### config.mk
export PLATFORM = sky130hd
export DESIGN_NAME = opnd_ea_unit
export DESIGN_NICKNAME = d
export VERILOG_FILES = /design/src/rtl/ea_pkg.sv /design/src/rtl/ea_stepper.sv /design/src/rtl/ea_memrd.sv /design/src/rtl/opnd_ea_unit.sv
export SDC_FILE = /design/constraint.sdc
export NUM_CORES = 1
export LEC_CHECK = 0
export BUFFER_PORTS_ARGS = -buffer_cell sky130_fd_sc_hd__buf_2
export CAP_MARGIN = 15
export CORE_MARGIN = 10
export CORE_UTILIZATION = 30
export DETAILED_ROUTE_END_ITERATION = 16
export SLEW_MARGIN = 25
export SYNTH_ARGS = -nofsm -noshare
export SYNTH_HDL_FRONTEND = slang
export SYNTH_HIERARCHICAL = 1
export SYNTH_SLANG_ARGS = --single-unit
### constraint.sdc
create_clock -name clk -period 4.08 [get_ports clk]
set_clock_uncertainty 0.2 [all_clocks]
set_input_delay 0.408 -clock clk [delete_from_list [all_inputs] [get_ports clk]]
set_output_delay 0.408 -clock clk [all_outputs]
set_load 0.02 [all_outputs]
### src/rtl/ea_pkg.sv
`timescale 1ns/1ps
package ea_pkg;

   typedef enum logic [2:0] {
      AM_REG    = 3'd0,
      AM_DEF    = 3'd1,
      AM_INC    = 3'd2,
      AM_INCDEF = 3'd3,
      AM_DEC    = 3'd4,
      AM_DECDEF = 3'd5,
      AM_IDX    = 3'd6,
      AM_IDXDEF = 3'd7
   } amode_e;

   typedef enum logic [2:0] {
      S_IDLE   = 3'd0,
      S_DECODE = 3'd1,
      S_PCRD   = 3'd2,
      S_IDXWT  = 3'd3,
      S_PTRWT  = 3'd4
   } ea_state_e;

endpackage

### src/rtl/ea_stepper.sv
`timescale 1ns/1ps
// Chooses the auto-step size from operand size and register index.
module ea_stepper #(
   parameter int ADDR_W     = 16,
   parameter int REG_AW     = 3,
   parameter int WIDE_FIRST = 6
) (
   input  logic              byte_op,
   input  logic [REG_AW-1:0] reg_num,
   output logic [ADDR_W-1:0] step
);
   localparam int REG_CNT = 1 << REG_AW;

   logic [REG_CNT-1:0] wide_mask;

   genvar g;
   generate
      for (g = 0; g < REG_CNT; g++) begin : g_mask
         assign wide_mask[g] = (g >= WIDE_FIRST) ? 1'b1 : 1'b0;
      end
   endgenerate

   assign step = (byte_op && !wide_mask[reg_num]) ? ADDR_W'(1) : ADDR_W'(2);

   initial begin
      AST_WIDE_RANGE: assert (WIDE_FIRST >= 0 && WIDE_FIRST <= REG_CNT)
         else $error("WIDE_FIRST out of range");
   end
endmodule

### src/rtl/ea_memrd.sv
`timescale 1ns/1ps
// Holds the memory read address for the duration of a request.
module ea_memrd #(
   parameter int ADDR_W     = 16,
   parameter bit FORCE_EVEN = 1'b1
) (
   input  logic              clk,
   input  logic              rst_n,
   input  logic              load,
   input  logic [ADDR_W-1:0] load_addr,
   input  logic              active,
   input  logic              mem_ready,
   output logic              mem_req,
   output logic [ADDR_W-1:0] mem_addr
);
   logic [ADDR_W-1:0] addr_n;
   logic [ADDR_W-1:0] addr_q;

   generate
      if (FORCE_EVEN) begin : g_even
         assign addr_n = load_addr & ~ADDR_W'(1);
      end else begin : g_any
         assign addr_n = load_addr;
      end
   endgenerate

   always_ff @(posedge clk or negedge rst_n) begin
      if (!rst_n)    addr_q <= '0;
      else if (load) addr_q <= addr_n;
   end

   assign mem_req  = active;
   assign mem_addr = addr_q;

   AST_ADDR_HELD: assert property (@(posedge clk) disable iff (!rst_n)
      mem_req && !mem_ready |=> mem_req && $stable(mem_addr));

   generate
      if (FORCE_EVEN) begin : g_even_chk
         AST_EVEN_ADDR: assert property (@(posedge clk) disable iff (!rst_n)
            mem_req |-> !mem_addr[0]);
      end
   endgenerate
endmodule

### src/rtl/opnd_ea_unit.sv
`timescale 1ns/1ps
module opnd_ea_unit #(
   parameter int ADDR_W     = 16,
   parameter int REG_AW     = 3,
   parameter int PC_IDX     = 7,
   parameter int WIDE_FIRST = 6,
   parameter bit FORCE_EVEN = 1'b1
) (
   input  logic              clk,
   input  logic              rst_n,
   input  logic              start,
   input  logic [5:0]        spec,
   input  logic              byte_op,
   output logic              done,
   output logic              is_reg,
   output logic [15:0]       ea,
   output logic [2:0]        rf_raddr,
   input  logic [15:0]       rf_rdata,
   output logic              rf_we,
   output logic [2:0]        rf_waddr,
   output logic [15:0]       rf_wdata,
   output logic              mem_req,
   output logic [15:0]       mem_addr,
   input  logic              mem_ready,
   input  logic [15:0]       mem_rdata
);
   import ea_pkg::*;

   localparam int                REG_CNT = 1 << REG_AW;
   localparam logic [ADDR_W-1:0] TWO     = ADDR_W'(2);
   localparam logic [REG_AW-1:0] PC_SEL  = REG_AW'(PC_IDX);

   initial begin
      AST_PARAM_W: assert (ADDR_W == 16 && REG_AW == 3)
         else $error("port widths fixed at 16-bit address, 3-bit register index");
      AST_PARAM_PC: assert (PC_IDX >= 0 && PC_IDX < REG_CNT)
         else $error("PC_IDX out of range");
   end

   ea_state_e         state_q, state_d;
   amode_e            mode_q;
   logic [REG_AW-1:0] rn_q;
   logic              byte_q;
   logic [ADDR_W-1:0] base_q, base_d;
   logic              done_q, done_d;
   logic              isreg_q, isreg_d;
   logic [ADDR_W-1:0] ea_q, ea_d;
   logic              ld;
   logic [ADDR_W-1:0] ld_addr;
   logic              mem_act;
   logic [ADDR_W-1:0] step;
   logic [ADDR_W-1:0] idx_sum;
   logic [1:0]        wr_cnt;

   ea_stepper #(.ADDR_W(ADDR_W), .REG_AW(REG_AW), .WIDE_FIRST(WIDE_FIRST)) u_step (
      .byte_op (byte_q),
      .reg_num (rn_q),
      .step    (step)
   );

   ea_memrd #(.ADDR_W(ADDR_W), .FORCE_EVEN(FORCE_EVEN)) u_mem (
      .clk       (clk),
      .rst_n     (rst_n),
      .load      (ld),
      .load_addr (ld_addr),
      .active    (mem_act),
      .mem_ready (mem_ready),
      .mem_req   (mem_req),
      .mem_addr  (mem_addr)
   );

   assign rf_raddr = (state_q == S_PCRD) ? PC_SEL : rn_q;
   assign idx_sum  = base_q + mem_rdata;

   always_comb begin
      state_d  = state_q;
      rf_we    = 1'b0;
      rf_waddr = rn_q;
      rf_wdata = rf_rdata;
      done_d   = 1'b0;
      isreg_d  = 1'b0;
      ea_d     = ea_q;
      ld       = 1'b0;
      ld_addr  = rf_rdata;
      base_d   = base_q;
      mem_act  = 1'b0;
      unique case (state_q)
         S_IDLE: begin
            if (start) state_d = S_DECODE;
         end
         S_DECODE: begin
            unique case (mode_q)
               AM_REG: begin
                  done_d  = 1'b1;
                  isreg_d = 1'b1;
                  ea_d    = {{(ADDR_W-REG_AW){1'b0}}, rn_q};
                  state_d = S_IDLE;
               end
               AM_DEF: begin
                  done_d  = 1'b1;
                  ea_d    = rf_rdata;
                  state_d = S_IDLE;
               end
               AM_INC: begin
                  rf_we    = 1'b1;
                  rf_wdata = rf_rdata + step;
                  done_d   = 1'b1;
                  ea_d     = rf_rdata;
                  state_d  = S_IDLE;
               end
               AM_INCDEF: begin
                  rf_we    = 1'b1;
                  rf_wdata = rf_rdata + TWO;
                  ld       = 1'b1;
                  ld_addr  = rf_rdata;
                  state_d  = S_PTRWT;
               end
               AM_DEC: begin
                  rf_we    = 1'b1;
                  rf_wdata = rf_rdata - step;
                  done_d   = 1'b1;
                  ea_d     = rf_rdata - step;
                  state_d  = S_IDLE;
               end
               AM_DECDEF: begin
                  rf_we    = 1'b1;
                  rf_wdata = rf_rdata - TWO;
                  ld       = 1'b1;
                  ld_addr  = rf_rdata - TWO;
                  state_d  = S_PTRWT;
               end
               default: begin
                  base_d  = rf_rdata;
                  state_d = S_PCRD;
               end
            endcase
         end
         S_PCRD: begin
            rf_we    = 1'b1;
            rf_waddr = PC_SEL;
            rf_wdata = rf_rdata + TWO;
            ld       = 1'b1;
            ld_addr  = rf_rdata;
            if (rn_q == PC_SEL) base_d = rf_rdata + TWO;
            state_d  = S_IDXWT;
         end
         S_IDXWT: begin
            mem_act = 1'b1;
            if (mem_ready) begin
               if (mode_q == AM_IDX) begin
                  done_d  = 1'b1;
                  ea_d    = idx_sum;
                  state_d = S_IDLE;
               end else begin
                  ld      = 1'b1;
                  ld_addr = idx_sum;
                  state_d = S_PTRWT;
               end
            end
         end
         S_PTRWT: begin
            mem_act = 1'b1;
            if (mem_ready) begin
               done_d  = 1'b1;
               ea_d    = mem_rdata;
               state_d = S_IDLE;
            end
         end
         default: state_d = S_IDLE;
      endcase
   end

   always_ff @(posedge clk or negedge rst_n) begin
      if (!rst_n) begin
         state_q <= S_IDLE;
         mode_q  <= AM_REG;
         rn_q    <= '0;
         byte_q  <= 1'b0;
         base_q  <= '0;
         done_q  <= 1'b0;
         isreg_q <= 1'b0;
         ea_q    <= '0;
      end else begin
         state_q <= state_d;
         base_q  <= base_d;
         done_q  <= done_d;
         isreg_q <= isreg_d;
         ea_q    <= ea_d;
         if (state_q == S_IDLE && start) begin
            mode_q <= amode_e'(spec[5:3]);
            rn_q   <= spec[2:0];
            byte_q <= byte_op;
         end
      end
   end

   // Writes made since the current specifier was accepted (checker support).
   always_ff @(posedge clk or negedge rst_n) begin
      if (!rst_n)                                wr_cnt <= '0;
      else if (state_q == S_IDLE && start)       wr_cnt <= '0;
      else if (rf_we && wr_cnt != 2'd3)          wr_cnt <= wr_cnt + 2'd1;
   end

   assign done   = done_q;
   assign is_reg = isreg_q;
   assign ea     = ea_q;

   AST_DONE_PULSE: assert property (@(posedge clk) disable iff (!rst_n)
      done |=> !done);
   AST_SINGLE_WRITE: assert property (@(posedge clk) disable iff (!rst_n)
      rf_we |-> wr_cnt == 2'd0);
   AST_REG_NO_WRITE: assert property (@(posedge clk) disable iff (!rst_n)
      done && is_reg |-> wr_cnt == 2'd0 && !mem_req);
   AST_WIDE_STEP: assert property (@(posedge clk) disable iff (!rst_n)
      rf_we && rf_waddr >= REG_AW'(WIDE_FIRST) |->
         (rf_wdata == rf_rdata + TWO) || (rf_wdata == rf_rdata - TWO));
   AST_NO_REQ_DONE: assert property (@(posedge clk) disable iff (!rst_n)
      done |-> state_q == S_IDLE);
endmodule

# ---- After elaboration in Yosys (flattened, before gate mapping)
# Memories as Yosys holds them, arrays and structs flattened.
# Index checks and enable logic that the tools add are counted.
dict set report totals {
  reg_bits 59
  latch_bits 0
  ramBits 0
  rom_bits 8
  output_inout_bits 58
  mem_count 1
}
# name words width rd rd_ports_with_merged_regs write_ports line_no
set mem_list {}
lappend mem_list {{(no name shown)} 8 1 1 0 0 ea_stepper.sv:23} ;# assign step = (byte_op && !wide_mask[reg_num]) ? ADDR_W'(1) : ADDR_W'(2);
dict set report op_classes {
  addsub 5
  multipliers 0
  div_mod_pow 0
  magnitude_cmp 1
  n_eq_ne 18
  shifts 0
  n_mux 37
  n_bitwise 0
  reduce_logical 16
}
# op n
set ops {}
lappend ops {{2-to-1 mux 16 bit} 8}
lappend ops {{one-hot mux 16 bit (2 select lines)} 3}
lappend ops {{one-hot mux 16 bit (3 select lines)} 2}
lappend ops {{one-hot mux 16 bit (4 select lines)} 1}
lappend ops {{adder 16 bit} 2}
lappend ops {{adder 16 x 2 -> 16 bit (second input constant)} 1}
lappend ops {{subtractor 16 bit} 1}
lappend ops {{subtractor 16 x 2 -> 16 bit (second input constant)} 1}
lappend ops {{equality test 3 bit (second input constant)} 5}
lappend ops {{2-to-1 mux 3 bit} 5}
lappend ops {{one-hot mux 3 bit (5 select lines)} 1}
lappend ops {{equality test 3 x 2 -> 1 bit (second input constant)} 4}
lappend ops {{2-to-1 mux 1 bit} 12}
lappend ops {{inequality test 2 bit (second input constant)} 5}
lappend ops {{OR reduction 4 bit} 2}
lappend ops {{equality test 3 x 1 -> 1 bit (second input constant)} 2}
lappend ops {{logical NOT 3 bit} 2}
lappend ops {{one-hot mux 1 bit (3 select lines)} 2}
lappend ops {{one-hot mux 3 bit (2 select lines)} 1}
lappend ops {{AND reduction 3 bit} 2}
lappend ops {{OR reduction 2 bit} 3}
lappend ops {{OR reduction 6 bit} 1}
lappend ops {{AND reduction 5 bit} 1}
lappend ops {{< comparator 3 x 4 -> 1 bit (second input constant)} 1}
lappend ops {{other kinds (8)} 9}

# ---- Depth between registers and ports, before layout
dict set report logic_depth {
  word_depth 8
  depth_mapped 11
  depth_no_buf 11
}

# ---- Hierarchy
# The synthesis kept the hierarchy.
# mod instances cells_per_inst area_per_inst_um2 seq_area_each_um2
set modules_own_cells {}
lappend modules_own_cells {opnd_ea_unit 1 919 6651.4 1101.1}
lappend modules_own_cells {ea_memrd 1 35 631.9 375.4}
lappend modules_own_cells {ea_stepper 1 17 126.4 0.0}

# ---- Worst setup path before layout
# No wires, ideal clock.
dict set report synth_path {
  path_type {input to output}
  startpoint {input rf_rdata[1]}
  endpoint {output rf_wdata[8]}
  arrival_ns 2.767
  t_required_ns 3.472
  path_slack_ns 0.705
  cell_stages 10
  path_cell_list {clkbuf_1 -> inv_1 -> fa_1 -> nor2b_1 -> o2111a_1 -> nor3_1 -> o31ai_1 -> xnor2_1 -> a221oi_1 -> o21ai_0}
}
dict set report synth_via {
  elab_chain_len 3
  elab_cells_between_ends 6
  cone_classes {4 x add/sub; 2 x mux}
}
# element line_no
set synth_rtl {}
lappend synth_rtl {{start, declared} opnd_ea_unit.sv:18} ;# input logic [15:0] rf_rdata,
lappend synth_rtl {{subtractor 16 x 2 -> 16 bit, or another cell as far along} opnd_ea_unit.sv:127} ;# rf_wdata = rf_rdata - TWO;
lappend synth_rtl {{one-hot mux 16 bit (4 select lines)} opnd_ea_unit.sv:92} ;# unique case (mode_q)
lappend synth_rtl {{one-hot mux 16 bit (2 select lines) *} opnd_ea_unit.sv:87} ;# unique case (state_q)
lappend synth_rtl {{end, declared} opnd_ea_unit.sv:21} ;# output logic [15:0] rf_wdata,
# Mark *: on every way between the ends. The rest lies on a longest branch, timed or not.

# ---- Worst setup path in the final report
dict set report layout_path {
  startpoint {register rn_q[2]}
  endpoint {output rf_wdata[7]}
}
dict set report layout_via {
  elab_chain_len 8
  elab_cells_between_ends 9
  cone_classes {2 x add/sub; 4 x mux; 2 x reduce/logical; 1 x memory}
}
# element line_no
set layout_rtl {}
lappend layout_rtl {{start, declared} opnd_ea_unit.sv:42} ;# logic [REG_AW-1:0] rn_q;
lappend layout_rtl {{start signal, assigned} opnd_ea_unit.sv:191} ;# rn_q <= spec[2:0];
lappend layout_rtl {{memory read (8 x 1 bit) *} -}
lappend layout_rtl {{2-to-1 mux 1 bit (not written as such) *} ea_stepper.sv:23}
lappend layout_rtl {{logical NOT 1 bit *} ea_stepper.sv:23}
lappend layout_rtl {{logical AND 1 bit *} ea_stepper.sv:23}
lappend layout_rtl {{2-to-1 mux 2 bit *} ea_stepper.sv:23}
lappend layout_rtl {{net step[1]} opnd_ea_unit.sv:51} ;# logic [ADDR_W-1:0] step;
lappend layout_rtl {{subtractor 16 bit or adder 16 bit (tied branches)} {opnd_ea_unit.sv:120, opnd_ea_unit.sv:106}}
lappend layout_rtl {{one-hot mux 16 bit (4 select lines) *} opnd_ea_unit.sv:92}
lappend layout_rtl {{one-hot mux 16 bit (2 select lines) *} opnd_ea_unit.sv:87}
# Mark *: on every way through the listed nets, which the timed path passes. The rest lies on a longest branch. The select of a mux whose other input is x is not followed.

==> impl_metrics.yaml <==
drt:
  drt-vias-per-instance: 5.60
  remaining_antenna_violation_count: 0
  route.detailed.wl_per_inst_um: 20.8
  wl_um: 28300
  drt_drc_violations_left: 0
  vias: 7624
  detailedRoute.firstPassIterationCount: 6
  drt-initial-drc-count: 953
timing:
  finalHoldViolations: 0
  worst-slew-pin-transition_ps: 793
  grt_setup_unrepaired: "yes"
  timing.setup.tns_ps: 0
  timing.max_slew.rel_slack: 0.471
  maximum_frequency_from_static_timing_analysis_mhz: 251
  fin_crit_sh: 0.976
  setup_violations: 0
  maxSlewViolCount: 0
  layout_min_cycle_time_ps: 3980
critical_path:
  critical_path_arrival_ps: 3370
  setup.reg_to_reg.worst_slack_ps: 890
  critical_path_peak_fanout: 6
  crit_path_category: "reg -> out"
  timing.critical_path.required_ps: 3470
  startpoint_type: "register"
  cp-end-kind: "primary output"
cts:
  numCtsBuffers: 9
  insertion_delay_ps: 330
  htree_num_levels: 3
  cts.repair_timing.setup_buffer_count: 0
  cts_root_buffer: "sky130_fd_sc_hd__clkbuf_16"
  clock_sink_total: 59
  cts_tree: "yes"
  cts.clk_slew.worst_paths_ps: 60
  cts_buffer_depth: 2
floorplan:
  io_pins: 101
  fp.dieW_um: 177
  floorplan.die.height_um: 177
  std_cell_rows: 57
  floorplan.core_area_um2: 24300
  start_util: 0.304
  die_area_um2: 31400
global_route:
  initial_antenna_violation_count: 0
  grt_pass1_wl_um: 43100
  grt.overflow.total: 0
  grt_start_max_net_pins: 43
  grt_usage: 0.174
  number_of_global_route_vias_before_repair: 7292
placement:
  place_congestion: 0.972
  placement.io_buffers: 99
  dpl.hpwl_um: 22300
yosys:
  postSynthCellCount: 969
  ys.warnings.count: 6
  netlist_area_um2: 7400
  syn_area_per_cell_um2: 7.64
power_and_ir_drop:
  cellPowerDensity_nw_per_um2: 738
  pwr-share-seq: 0.176
  ir_worst_vdd_v: 0.000297
  power.leakage_nw: 3.50
  totalPowerFinal_mw: 6.24
  cellInternalPower_mw: 2.95
  part_of_the_total_power_dissipated_in_combinational_logic: 0.703
  sw_power_mw: 3.29
  power.clock.fraction: 0.121
  switching_share_of_power: 0.528
job:
  cap_viol_max_count: 0
layout:
  top_library_cells_by_usage_in_the_layout_fill_and_taps_aside: "sky130_fd_sc_hd__nor2_1 (110), sky130_fd_sc_hd__buf_2 (98), sky130_fd_sc_hd__a21oi_1 (82), sky130_fd_sc_hd__nand2_1 (77), sky130_fd_sc_hd__dfrtp_1 (59)"
  layout_commonest_cell: "sky130_fd_sc_hd__nor2_1"
  layout-drive-gt1-share: 0.188
  antenna-diode-count: 0
  areaGrowthSynthToFinish_pct: 14.2
  num-nets-final: 1129
outcome:
  outcome: "complete, no violations"
min_path:
  worstHoldPathType: "in -> reg"
==> routing by layer <==
metal | GRT usage | vias to the layer above | share of wire
met1 | 0.246 | 3562 | 0.46
met3 | 0.0260 | 57 | 0.081
met5 | 0 | - | 0
met4 | 0.0750 | 0 | 0.042
li1 | - | 3644 | -
met2 | 0.256 | 361 | 0.42
==> worst max-delay path: stages (launching register included) <==
cell                        delay (ps)
sky130_fd_sc_hd__dfrtp_1           420
sky130_fd_sc_hd__a21bo_1           260
sky130_fd_sc_hd__inv_1             110
sky130_fd_sc_hd__ha_1              240
sky130_fd_sc_hd__nand2b_1          170
sky130_fd_sc_hd__a221oi_1          500
sky130_fd_sc_hd__o21a_1            200
sky130_fd_sc_hd__a21oi_1            80
sky130_fd_sc_hd__xnor2_1           290
sky130_fd_sc_hd__o2111ai_1         150
sky130_fd_sc_hd__a221o_1           420
sky130_fd_sc_hd__buf_2             180
==> final timing paths <==
kind                                            to               start  cells past startpoint
min in group asynchronous                    ea[1]               rst_n                      2
worst min-delay path                     mode_q[0]             spec[3]                      3
worst min register to register  u_mem/mem_addr[13]  u_mem/mem_addr[13]                      1
worst max register to register               ea[9]             rn_q[2]                     10
worst max-delay path                   rf_wdata[7]             rn_q[2]                     11
max in group asynchronous       u_mem/mem_addr[15]               rst_n                      3
==> cell type report <==
cell class | instances | area [um^2]
fill | 2589 | 15900
multi-input combinational | 790 | 5380
sequential | 59 | 1480
timing repair buffer | 131 | 741
tap | 324 | 405
clock buffer | 10 | 229
inverter | 42 | 158
clock inverter | 6 | 66.3
==> timing repair <==
action / 4_1_cts / 5_1_grt
hold buffers: 0 / 1
resized for setup: 1 / 6
endpoints found under the hold margin: 0 / 41
endpoints found under the setup margin: 1 / 6
==> power by group through the flow <==
stage | Clock, mW | Combinational [mW] | Sequential (mW)
6_report | 0.754 | 4.39 | 1.10
5_1_grt | 0.800 | 4.73 | 1.14
4_1_cts | 0.770 | 4.33 | 1.10
3_5_place_dp | 0 | 4.31 | 1.11
3_3_place_gp | 0 | 4.28 | 1.10
2_1_floorplan | 0 | 2.84 | 1.23
==> stage by stage <==
step	cell area (um^2)	hold WS, ps	worst slack (ps)	std cells	utilization
6_report	8450	88.1	97.6	1362	0.348
5_1_grt	8450	110	-66.4	1362	0.348
4_1_cts	8410	81.9	9.18	1361	0.346
3_5_place_dp	8110	293	289	1345	0.333
3_3_place_gp	8110	287	333	1345	0.333
2_1_floorplan	7450	-87.6	705	982	-
(Power assumes the default switching activity.)
